### src/rtl/gpio_atr_pkg.sv
package gpio_atr_pkg;

  // Index width of the register file (8 words per bank)
  localparam int IDX_W  = 3;
  // Byte address: bank bit, index, ignored byte bit
  localparam int ADDR_W = IDX_W + 2;
  localparam int NSIDE  = 2;
  localparam int NWORD  = 1 << IDX_W;

  typedef enum logic [1:0] {
    KIND_VALUE = 2'd0,
    KIND_DIR   = 2'd1,
    KIND_SEL   = 2'd2,
    KIND_DEBUG = 2'd3
  } ctl_kind_e;

  typedef enum logic [1:0] {
    RADIO_IDLE = 2'b00,
    RADIO_TX   = 2'b01,
    RADIO_RX   = 2'b10,
    RADIO_FULL = 2'b11
  } radio_state_e;

  function automatic logic [1:0] radio_state(input logic rx, input logic tx);
    return {rx, tx};
  endfunction

  function automatic logic [IDX_W-1:0] ctl_slot(input ctl_kind_e kind, input logic side);
    return {kind, side};
  endfunction

  function automatic logic [IDX_W-1:0] table_slot(input logic [1:0] st, input logic side);
    return {st, side};
  endfunction

endpackage

### src/rtl/gpio_atr_regs.sv
module gpio_atr_regs
  import gpio_atr_pkg::*;
#(
  parameter int W = 16
) (
  input  logic                        clk,
  input  logic                        rst_n,
  input  logic                        wr_en,
  input  logic [ADDR_W-1:0]           addr,
  input  logic [W-1:0]                wr_data,
  input  logic [NSIDE-1:0][W-1:0]     pad_sync,
  output logic [W-1:0]                rd_data,
  output logic [NWORD-1:0][W-1:0]     ctl_words,
  output logic [NWORD-1:0][W-1:0]     table_words
);

  logic             bank_table;
  logic [IDX_W-1:0] slot;
  logic             unused_byte_bit;

  assign bank_table      = addr[ADDR_W-1];
  assign slot            = addr[IDX_W:1];
  assign unused_byte_bit = addr[0];

  // Named write strobes, one per stored word
  logic [NWORD-1:0] ctl_we;
  logic [NWORD-1:0] table_we;

  logic [W-1:0] ctl_q   [NWORD];
  logic [W-1:0] table_q [NWORD];

  for (genvar i = 0; i < NWORD; i++) begin : g_word
    assign ctl_we[i]   = wr_en && !bank_table && (slot == IDX_W'(i));
    assign table_we[i] = wr_en &&  bank_table && (slot == IDX_W'(i));

    always_ff @(posedge clk or negedge rst_n) begin
      if (!rst_n)          ctl_q[i] <= '0;
      else if (ctl_we[i])  ctl_q[i] <= wr_data;
    end

    always_ff @(posedge clk or negedge rst_n) begin
      if (!rst_n)            table_q[i] <= '0;
      else if (table_we[i])  table_q[i] <= wr_data;
    end

    assign ctl_words[i]   = ctl_q[i];
    assign table_words[i] = table_q[i];


    ctl_store_chk: assert property (@(posedge clk) disable iff (!rst_n)
      ctl_we[i] |=> (ctl_q[i] == $past(wr_data)));


    table_store_chk: assert property (@(posedge clk) disable iff (!rst_n)
      table_we[i] |=> (table_q[i] == $past(wr_data)));
  end

  always_comb begin
    if (bank_table)
      rd_data = table_q[slot];
    else if (ctl_kind_e'(slot[IDX_W-1:1]) == KIND_VALUE)
      rd_data = pad_sync[slot[0]];
    else
      rd_data = ctl_q[slot];
  end

endmodule

### src/rtl/gpio_atr_pick.sv
module gpio_atr_pick
  import gpio_atr_pkg::*;
#(
  parameter int W = 16
) (
  input  logic                     clk,
  input  logic                     rst_n,
  input  logic                     rx_active,
  input  logic                     tx_active,
  input  logic [NWORD-1:0][W-1:0]  table_words,
  output logic [NSIDE-1:0][W-1:0]  pattern
);

  logic [1:0] state_now;
  assign state_now = radio_state(rx_active, tx_active);

  logic [W-1:0] pattern_q [NSIDE];

  for (genvar s = 0; s < NSIDE; s++) begin : g_side
    always_ff @(posedge clk or negedge rst_n) begin
      if (!rst_n) pattern_q[s] <= '0;
      else        pattern_q[s] <= table_words[table_slot(state_now, 1'(s))];
    end
    assign pattern[s] = pattern_q[s];
  end


  pattern_hold_chk: assert property (@(posedge clk) disable iff (!rst_n)
    ($stable(state_now) && $stable(table_words)) |=> $stable(pattern));

endmodule

### src/rtl/gpio_pin_side.sv
module gpio_pin_side #(
  parameter int W = 16
) (
  input  logic         clk,
  input  logic         rst_n,
  input  logic [W-1:0] sw_value,
  input  logic [W-1:0] dir,
  input  logic [W-1:0] sel,
  input  logic [W-1:0] dbg,
  input  logic [W-1:0] pattern,
  input  logic [W-1:0] dbg_bus0,
  input  logic [W-1:0] dbg_bus1,
  input  logic [W-1:0] pad_in,
  output logic [W-1:0] pad_out,
  output logic [W-1:0] pad_oe,
  output logic [W-1:0] pad_sync
);

  // Per-pin source choice, then gating by direction
  function automatic logic [W-1:0] drive_word(
    input logic [W-1:0] sw, input logic [W-1:0] pat,
    input logic [W-1:0] d0, input logic [W-1:0] d1,
    input logic [W-1:0] s,  input logic [W-1:0] dm,
    input logic [W-1:0] oe);
    logic [W-1:0] normal_src;
    logic [W-1:0] debug_src;
    normal_src = (s & pat) | (~s & sw);
    debug_src  = (s & d1)  | (~s & d0);
    return oe & ((dm & debug_src) | (~dm & normal_src));
  endfunction

  assign pad_oe  = dir;
  assign pad_out = drive_word(sw_value, pattern, dbg_bus0, dbg_bus1, sel, dbg, dir);

  logic [W-1:0] sync_a;
  logic [W-1:0] sync_b;

  always_ff @(posedge clk or negedge rst_n) begin
    if (!rst_n) begin
      sync_a <= '0;
      sync_b <= '0;
    end else begin
      sync_a <= pad_in;
      sync_b <= sync_a;
    end
  end

  assign pad_sync = sync_b;

  // Edges since reset, saturating, so the check never looks before reset
  logic [1:0] warm;
  always_ff @(posedge clk or negedge rst_n) begin
    if (!rst_n)              warm <= '0;
    else if (warm != 2'd3)   warm <= warm + 2'd1;
  end


  sync_depth_chk: assert property (@(posedge clk) disable iff (!rst_n)
    (warm == 2'd3) |-> (pad_sync == $past(pad_in, 2)));

endmodule

### src/rtl/gpio_atr_bank.sv
module gpio_atr_bank
  import gpio_atr_pkg::*;
#(
  parameter int W = 16
) (
  input  logic              clk,
  input  logic              rst_n,
  input  logic              wr_en,
  input  logic [ADDR_W-1:0] addr,
  input  logic [W-1:0]      wr_data,
  output logic [W-1:0]      rd_data,
  input  logic              tx_active,
  input  logic              rx_active,
  input  logic [W-1:0]      rx_dbg0,
  input  logic [W-1:0]      rx_dbg1,
  input  logic [W-1:0]      tx_dbg0,
  input  logic [W-1:0]      tx_dbg1,
  input  logic [W-1:0]      rx_pad_in,
  input  logic [W-1:0]      tx_pad_in,
  output logic [W-1:0]      rx_pad_out,
  output logic [W-1:0]      rx_pad_oe,
  output logic [W-1:0]      tx_pad_out,
  output logic [W-1:0]      tx_pad_oe
);

  logic [NWORD-1:0][W-1:0] ctl_words;
  logic [NWORD-1:0][W-1:0] table_words;
  logic [NSIDE-1:0][W-1:0] pattern;
  logic [NSIDE-1:0][W-1:0] pad_sync;
  logic [NSIDE-1:0][W-1:0] pads_in;
  logic [NSIDE-1:0][W-1:0] bus0;
  logic [NSIDE-1:0][W-1:0] bus1;
  logic [NSIDE-1:0][W-1:0] pads_out;
  logic [NSIDE-1:0][W-1:0] pads_oe;

  assign pads_in = {tx_pad_in, rx_pad_in};
  assign bus0    = {tx_dbg0, rx_dbg0};
  assign bus1    = {tx_dbg1, rx_dbg1};

  gpio_atr_regs #(.W(W)) u_regs (
    .clk         (clk),
    .rst_n       (rst_n),
    .wr_en       (wr_en),
    .addr        (addr),
    .wr_data     (wr_data),
    .pad_sync    (pad_sync),
    .rd_data     (rd_data),
    .ctl_words   (ctl_words),
    .table_words (table_words)
  );

  gpio_atr_pick #(.W(W)) u_pick (
    .clk         (clk),
    .rst_n       (rst_n),
    .rx_active   (rx_active),
    .tx_active   (tx_active),
    .table_words (table_words),
    .pattern     (pattern)
  );

  for (genvar s = 0; s < NSIDE; s++) begin : g_side
    gpio_pin_side #(.W(W)) u_side (
      .clk      (clk),
      .rst_n    (rst_n),
      .sw_value (ctl_words[ctl_slot(KIND_VALUE, 1'(s))]),
      .dir      (ctl_words[ctl_slot(KIND_DIR,   1'(s))]),
      .sel      (ctl_words[ctl_slot(KIND_SEL,   1'(s))]),
      .dbg      (ctl_words[ctl_slot(KIND_DEBUG, 1'(s))]),
      .pattern  (pattern[s]),
      .dbg_bus0 (bus0[s]),
      .dbg_bus1 (bus1[s]),
      .pad_in   (pads_in[s]),
      .pad_out  (pads_out[s]),
      .pad_oe   (pads_oe[s]),
      .pad_sync (pad_sync[s])
    );
  end

  assign rx_pad_out = pads_out[0];
  assign rx_pad_oe  = pads_oe[0];
  assign tx_pad_out = pads_out[1];
  assign tx_pad_oe  = pads_oe[1];

endmodule

### config.mk
export PLATFORM = sky130hd
export DESIGN_NAME = gpio_atr_bank
export DESIGN_NICKNAME = d
export VERILOG_FILES = /design/src/rtl/gpio_atr_pkg.sv /design/src/rtl/gpio_atr_regs.sv /design/src/rtl/gpio_atr_pick.sv /design/src/rtl/gpio_pin_side.sv /design/src/rtl/gpio_atr_bank.sv
export SDC_FILE = /design/constraint.sdc
export NUM_CORES = 1
export LEC_CHECK = 0
export BUFFER_PORTS_ARGS = -buffer_cell sky130_fd_sc_hd__buf_2
export CAP_MARGIN = 20
export CORE_UTILIZATION = 63
export CTS_CLUSTER_DIAMETER = 200
export DETAILED_ROUTE_END_ITERATION = 7
export MAX_ROUTING_LAYER = met4
export PLACE_DENSITY = 0.86
export SLEW_MARGIN = 40
export SYNTH_ARGS = -nofsm -noshare
export SYNTH_HDL_FRONTEND = slang
export SYNTH_HIERARCHICAL = 1
export SYNTH_SLANG_ARGS = --single-unit
### constraint.sdc
create_clock -name clk -period 2.5 [get_ports clk]
set_input_delay 0.125 -clock clk [delete_from_list [all_inputs] [get_ports clk]]
set_output_delay 0.125 -clock clk [all_outputs]
set_load 0.01 [all_outputs]
Yosys cells after proc, flatten, opt, wreduce, memory -nomap -nowiden. Index checks and enable logic that the tools add are counted.

Register bits: 352. Input bits: 122. Output and inout bits: 80. Logic and storage cells: 93.

$lt $le $gt $ge: 4. Equal/unequal tests: 7. Muxes and demuxes: 14. Bitwise gates (word level): 25. Reduce and logical (&&, ||, !) cells: 21.

Operators with widths (count): AND 16 bit (14); two-way mux 16 bit (10); binary-select mux 16 bit (select 3 bit) (2); bitwise OR 16 bit (6); binary-select mux 16 bit (select 2 bit) (2); NOT 16 bit (4); logical AND 1 bit (18); equality test 3 bit, second input constant (4); < comparator 3 x 4 -> 1 bit, second input constant (2); equality test 3 x 2 -> 1 bit, second input constant (2); >= comparator 4 bit, second input constant (1); NOT 3 -> 4 bit (1); equality test 3 x 1 -> 1 bit, second input constant (1); zero test 3 bit (1); zero test 2 bit (1); < comparator 1 x 2 -> 1 bit, second input constant (1); zero test 1 bit (1).

Depth between registers and ports, before layout.
Depth after elaboration: 6. Gate-level depth with buffers: 8. Depth with buffers taken out: 4.

Hierarchy. The synthesis kept the hierarchy.

Modules (own cells, without submodules): gpio_atr_regs (times used 1, cells an instance 749, area each 11903.9 µm², seq. area each 6406.1 µm²); gpio_pin_side (times used 2, cells an instance 80, area each 1381.3 µm², seq. area each 800.8 µm²); gpio_atr_pick (times used 1, cells an instance 71, area each 1615.3 µm², seq. area each 800.8 µm²).

Worst setup path before layout. OpenSTA, ideal clock, no wires.

Path type: input -> output. From: in addr[1]. To: out rd_data[14]. Arrival: 1.390 ns. Required time: 2.375 ns. Setup slack: 0.985 ns. Cell stages on the path: 6. Path buffers: 3. Cell sequence: buf_6 > buf_6 > buf_6 > mux4_2 > o32ai_1 > a21oi_1.

Longest elaborated chain between the ends: 6. Elaborated cells between the ends (all ways): 11. Those cells by class: mux: 10; bitwise: 1.

Ends and longest elaborated chain: start: declaration (RTL line gpio_atr_bank.sv:9) `input logic [ADDR_W-1:0] addr,`; NOT 3 -> 4 bit (not written as such) (RTL line gpio_atr_regs.sv:60, gpio_atr_regs.sv:64); binary-select mux 16 bit (select 3 bit) (RTL line gpio_atr_regs.sv:64) `rd_data = ctl_q[slot];`; two-way mux 16 bit (not written as such) (2 in series) (RTL line gpio_atr_regs.sv:64); two-way mux 16 bit (RTL line gpio_atr_regs.sv:61) `else if (ctl_kind_e'(slot[IDX_W-1:1]) == KIND_VALUE)`; two-way mux 16 bit (*) (RTL line gpio_atr_regs.sv:59) `if (bank_table)`; end: declaration (RTL line gpio_atr_bank.sv:11) `output logic [W-1:0] rd_data,`.

Mark *: on every way between the ends. The rest lies on a longest branch, timed or not. The select of a mux whose other input is x is not followed.

Worst setup path in the final report.
From: reg u_regs.ctl_q, in the netlist u_regs/ctl_words[52]. To: out rd_data[4].

Longest elaborated chain between the ends: 5.

Ends and longest elaborated chain: start: declaration (RTL line gpio_atr_regs.sv:29) `logic [W-1:0] ctl_q [NWORD];`; start signal: indexed assignment (RTL line gpio_atr_regs.sv:38) `else if (ctl_we[i]) ctl_q[i] <= wr_data;`; binary-select mux 16 bit (select 3 bit) (RTL line gpio_atr_regs.sv:64); two-way mux 16 bit (not written as such) (2 in series) (RTL line gpio_atr_regs.sv:64); two-way mux 16 bit (RTL line gpio_atr_regs.sv:61); two-way mux 16 bit (RTL line gpio_atr_regs.sv:59).

Every way passes these cells. The select of a mux whose other input is x is not followed.

==> impl_metrics.csv <==
group,metric,value,unit
run_status,status,"finished, final reports clean",
timing,tightest_slew,801.6,ps
synthesis,yosys_warnings,6,
timing,skew,11.20,ps
synthesis,syn-num-nets,1102,
clock_tree,clockRootBuffer,"clkbuf_16",
finish,final_nets,1314,
route,totalWireLength,40790,um
synthesis,syn_avg_cell_area,16.61,um2
synthesis,ys_seq_area_share,54.10,%
worst_setup_path,cp_cell_sequence,"mux4_2, mux2i_1, a22oi_1, buf_2",
clock_tree,clock-sinks,352,
worst_setup_path,crit_fanout,4,
timing,layout_min_cycle_time,2228,ps
placed_design,dp.final_hpwl,27050,um
global_routing,antenna_found_initial,10,
timing,relSlewSlack,46.56,%
worst_hold_path,holdCritPathClass,"in2reg",
power,p_clk_share,32.8,%
floorplan,row_count,58,
timing,rsz0062_at_grt,"no",
power,power_density,885.0,mW/mm2
clock_tree,cts_buffer_depth,3,
clock_tree,cts_setup_buffers,0,
finish,layout_common_cells,"352 x dfrtp_1, 198 x buf_2, 191 x mux2_2",
power,peakVddDrop,0.6269,mV
timing,hold_slack,71.37,ps
clock_tree,post_cts_resized,0,
timing,timing.fmax,448.8,MHz
finish,nFillCells,1370,
timing,hold_violations,0,
power,power.internal,12300,uW
route,ant_nets,0,
floorplan,fp.dieArea,0.02649,mm2
route,drt-met1-wl,16470,um
flow_run,max-cap-violations,0,
route,drc_errors,0,
placed_design,io_buffers,200,
route,drtIter0Drc,964,
power,swShare,26.89,%
timing,drv_slew,0,
route,route.met2.wl,19960,um
synthesis,netlist-cell-type-count,32,
worst_setup_path,critPathRequiredTime,2380,ps
power,total_power,16820,uW
timing,fin_setup_tns,0,ps
clock_tree,clk_pin_slew,60,ps
power,p_seq_share,46.5,%
timing,fin_crit_sh,89.13,%
synthesis,syn-instance-count,980,
route,dr.pass1.iters,5,
global_routing,globalRouteOverflowTotal,0,
timing,layout_setup_ws,271.8,ps
floorplan,die_w,162.8,um
global_routing,grt_use_total,32.49,%
floorplan,die_y,162.8,um
synthesis,synth.area.top_cells,"dfrtp_1 54%, mux4_2 15%, mux2_2 13%",
worst_setup_path,slowest_delay,480,ps
worst_setup_path,startpoint_type,"register",
worst_setup_path,crit_type,"reg2out",
route,routed.top_layer,"met4",
synthesis,synth_area,0.01628,mm2
clock_tree,insertion_delay,510,ps
finish,syn_to_final_growth,16.74,%
global_routing,grt_max_degree,68,
power,switchingPower,4523,uW
floorplan,start_util,64.47,%
clock_tree,cts_tree,"built",
timing,setup_viol,0,
route,detail_route.vias_per_cell,6.403,
power,p_leak,0.008621,uW
global_routing,grt_pass1_vias,10440,
finish,final_common_cell,"dfrtp_1",
worst_setup_path,worstSetupEndpointType,"primary output",
synthesis,yosys.area.top_type,"dfrtp_1",
power,combPwrFrac,20.8,%
synthesis,synthArstFlopShare,100.0,%
synthesis,synth_flop_cell,"dfrtp_1",
placed_design,place.gp.congestion,0.9477,
synthesis,synth_top_area_share,54.10,%
worst_setup_path,cp_num_buf_inv,1,
clock_tree,numCtsBuffers,36,
finish,drive_gt1_share,53.12,%
global_routing,grt_pass1_wl,61710,um
worst_setup_path,crit_family,"multiplexers",
clock_tree,htreeDepth,2,
placed_design,pre_cts_ws,458.1,ps
worst_setup_path,cp_slowest_cell,"mux4_2",
synthesis,ys_ff_latch,352,
placed_design,place_area,0.01744,mm2
route,via_count,9976,
floorplan,core_area,0.02525,mm2
route,dr_wl_met3,3187,um
route,wl_per_cell,26.18,um
synthesis,synth-edff-count,0,
worst_setup_path,cp_data_arrival_time,2100,ps
floorplan,ios,202,
finish,post-route-cell-area,0.01901,mm2
==> sequential cells by signal (all words and copies together) (netlist names) <==
register,count
u_pick/pattern,32
g_side.u_side/pad_sync,32
g_side.u_side/sync_a,32
u_regs/table_words,128
u_regs/ctl_words,128
==> through the flow <==
| step | cells | utilization, % |
|---|---|---|
| 2_1_floorplan | 980 | - |
| 3_3_place_gp | 1451 | 69.06 |
| 3_5_place_dp | 1451 | 69.06 |
| 4_1_cts | 1548 | 75.17 |
| 5_1_grt | 1558 | 75.27 |
| 6_report | 1558 | 75.27 |
==> Yosys cell counts, types with 2 or more instances <==
cell type and n:
mux2_1 35, mux2_4 30, nor2_2 9, nand2b_1 4, nand3_2 2, or3_1 3
and2_1 32, clkbuf_1 25, mux2_2 191, dfrtp_1 352, o2bb2ai_1 15, buf_2 23
mux2i_1 48, buf_6 16, a21oi_1 16, a22oi_1 15, mux4_1 2, buf_12 3
buf_4 35, nor2_1 2, mux4_2 110, nor2b_1 2
==> final timing paths <==
| check | endpoint | cells past startpoint | from | slack (ps) |
|---|---|---|---|---|
| max in group asynchronous | g_side[0].u_side/pad_sync[9]$_DFF_PN0_ | 4 | rst_n | 1410 |
| worst min-delay path | u_regs/ctl_words[41]$_DFFE_PN0P_ | 2 | wr_data[9] | 70 |
| min in group asynchronous | u_regs/table_words[98]$_DFFE_PN0P_ | 2 | rst_n | 170 |
| worst min register to register | g_side[1].u_side/pad_sync[15]$_DFF_PN0_ | 0 | g_side[1].u_side/sync_a[15]$_DFF_PN0_ | 340 |
| worst max register to register | u_pick/pattern[10]$_DFF_PN0_ | 1 | u_regs/table_words[106]$_DFFE_PN0P_ | 1400 |
| worst max-delay path | rd_data[4] | 4 | u_regs/ctl_words[52]$_DFFE_PN0P_ | 270 |
==> cell families (layout without fill, tap and decap cells) <==
family	count (synthesis)	after routing	share of synthesized area, %
muxes	416	416	36.89
buffers and inverters	105	343	4.511
other	0	10	0
AOI/OAI and AO/OA	48	48	2.083
DFF	352	352	54.10
and+or+nand+nor	59	59	2.421
==> repair_timing <==
action | 4_1_cts | 5_1_grt
hold buffers | 33 | 0
endpoints found under the hold margin | 93 | 0
endpoints found under the setup margin | 0 | 0
==> routing by layer <==
layer	global-route usage (%)	vias up
met3	5.195	90
met2	49.30	489
met1	44.58	5303
met4	12.83	0
met5	-	-
li1	-	4094
==> final cells by class <==
type                       instances  area (um2)  area share [%]
multi-input combinational        523        6739           35.45
inverter                           1       3.754         0.01975
tap                              330       412.9           2.172
antenna                           10       25.02          0.1316
timing repair buffer             278        1807           9.505
clock buffer                      52        1042           5.483
clock inverter                    12       170.2          0.8952
sequential                       352        8808           46.34
==> power groups by stage <==
stage	Combinational (uW)	Clock [uW]	Sequential (uW)
finish	3490	5510	7820
global placement	3250	0	7780
detailed placement	3370	0	7860
floorplan	2590	0	7490
global route	3690	5810	7950
CTS	3460	5570	7790
(Power assumes the default switching activity.)
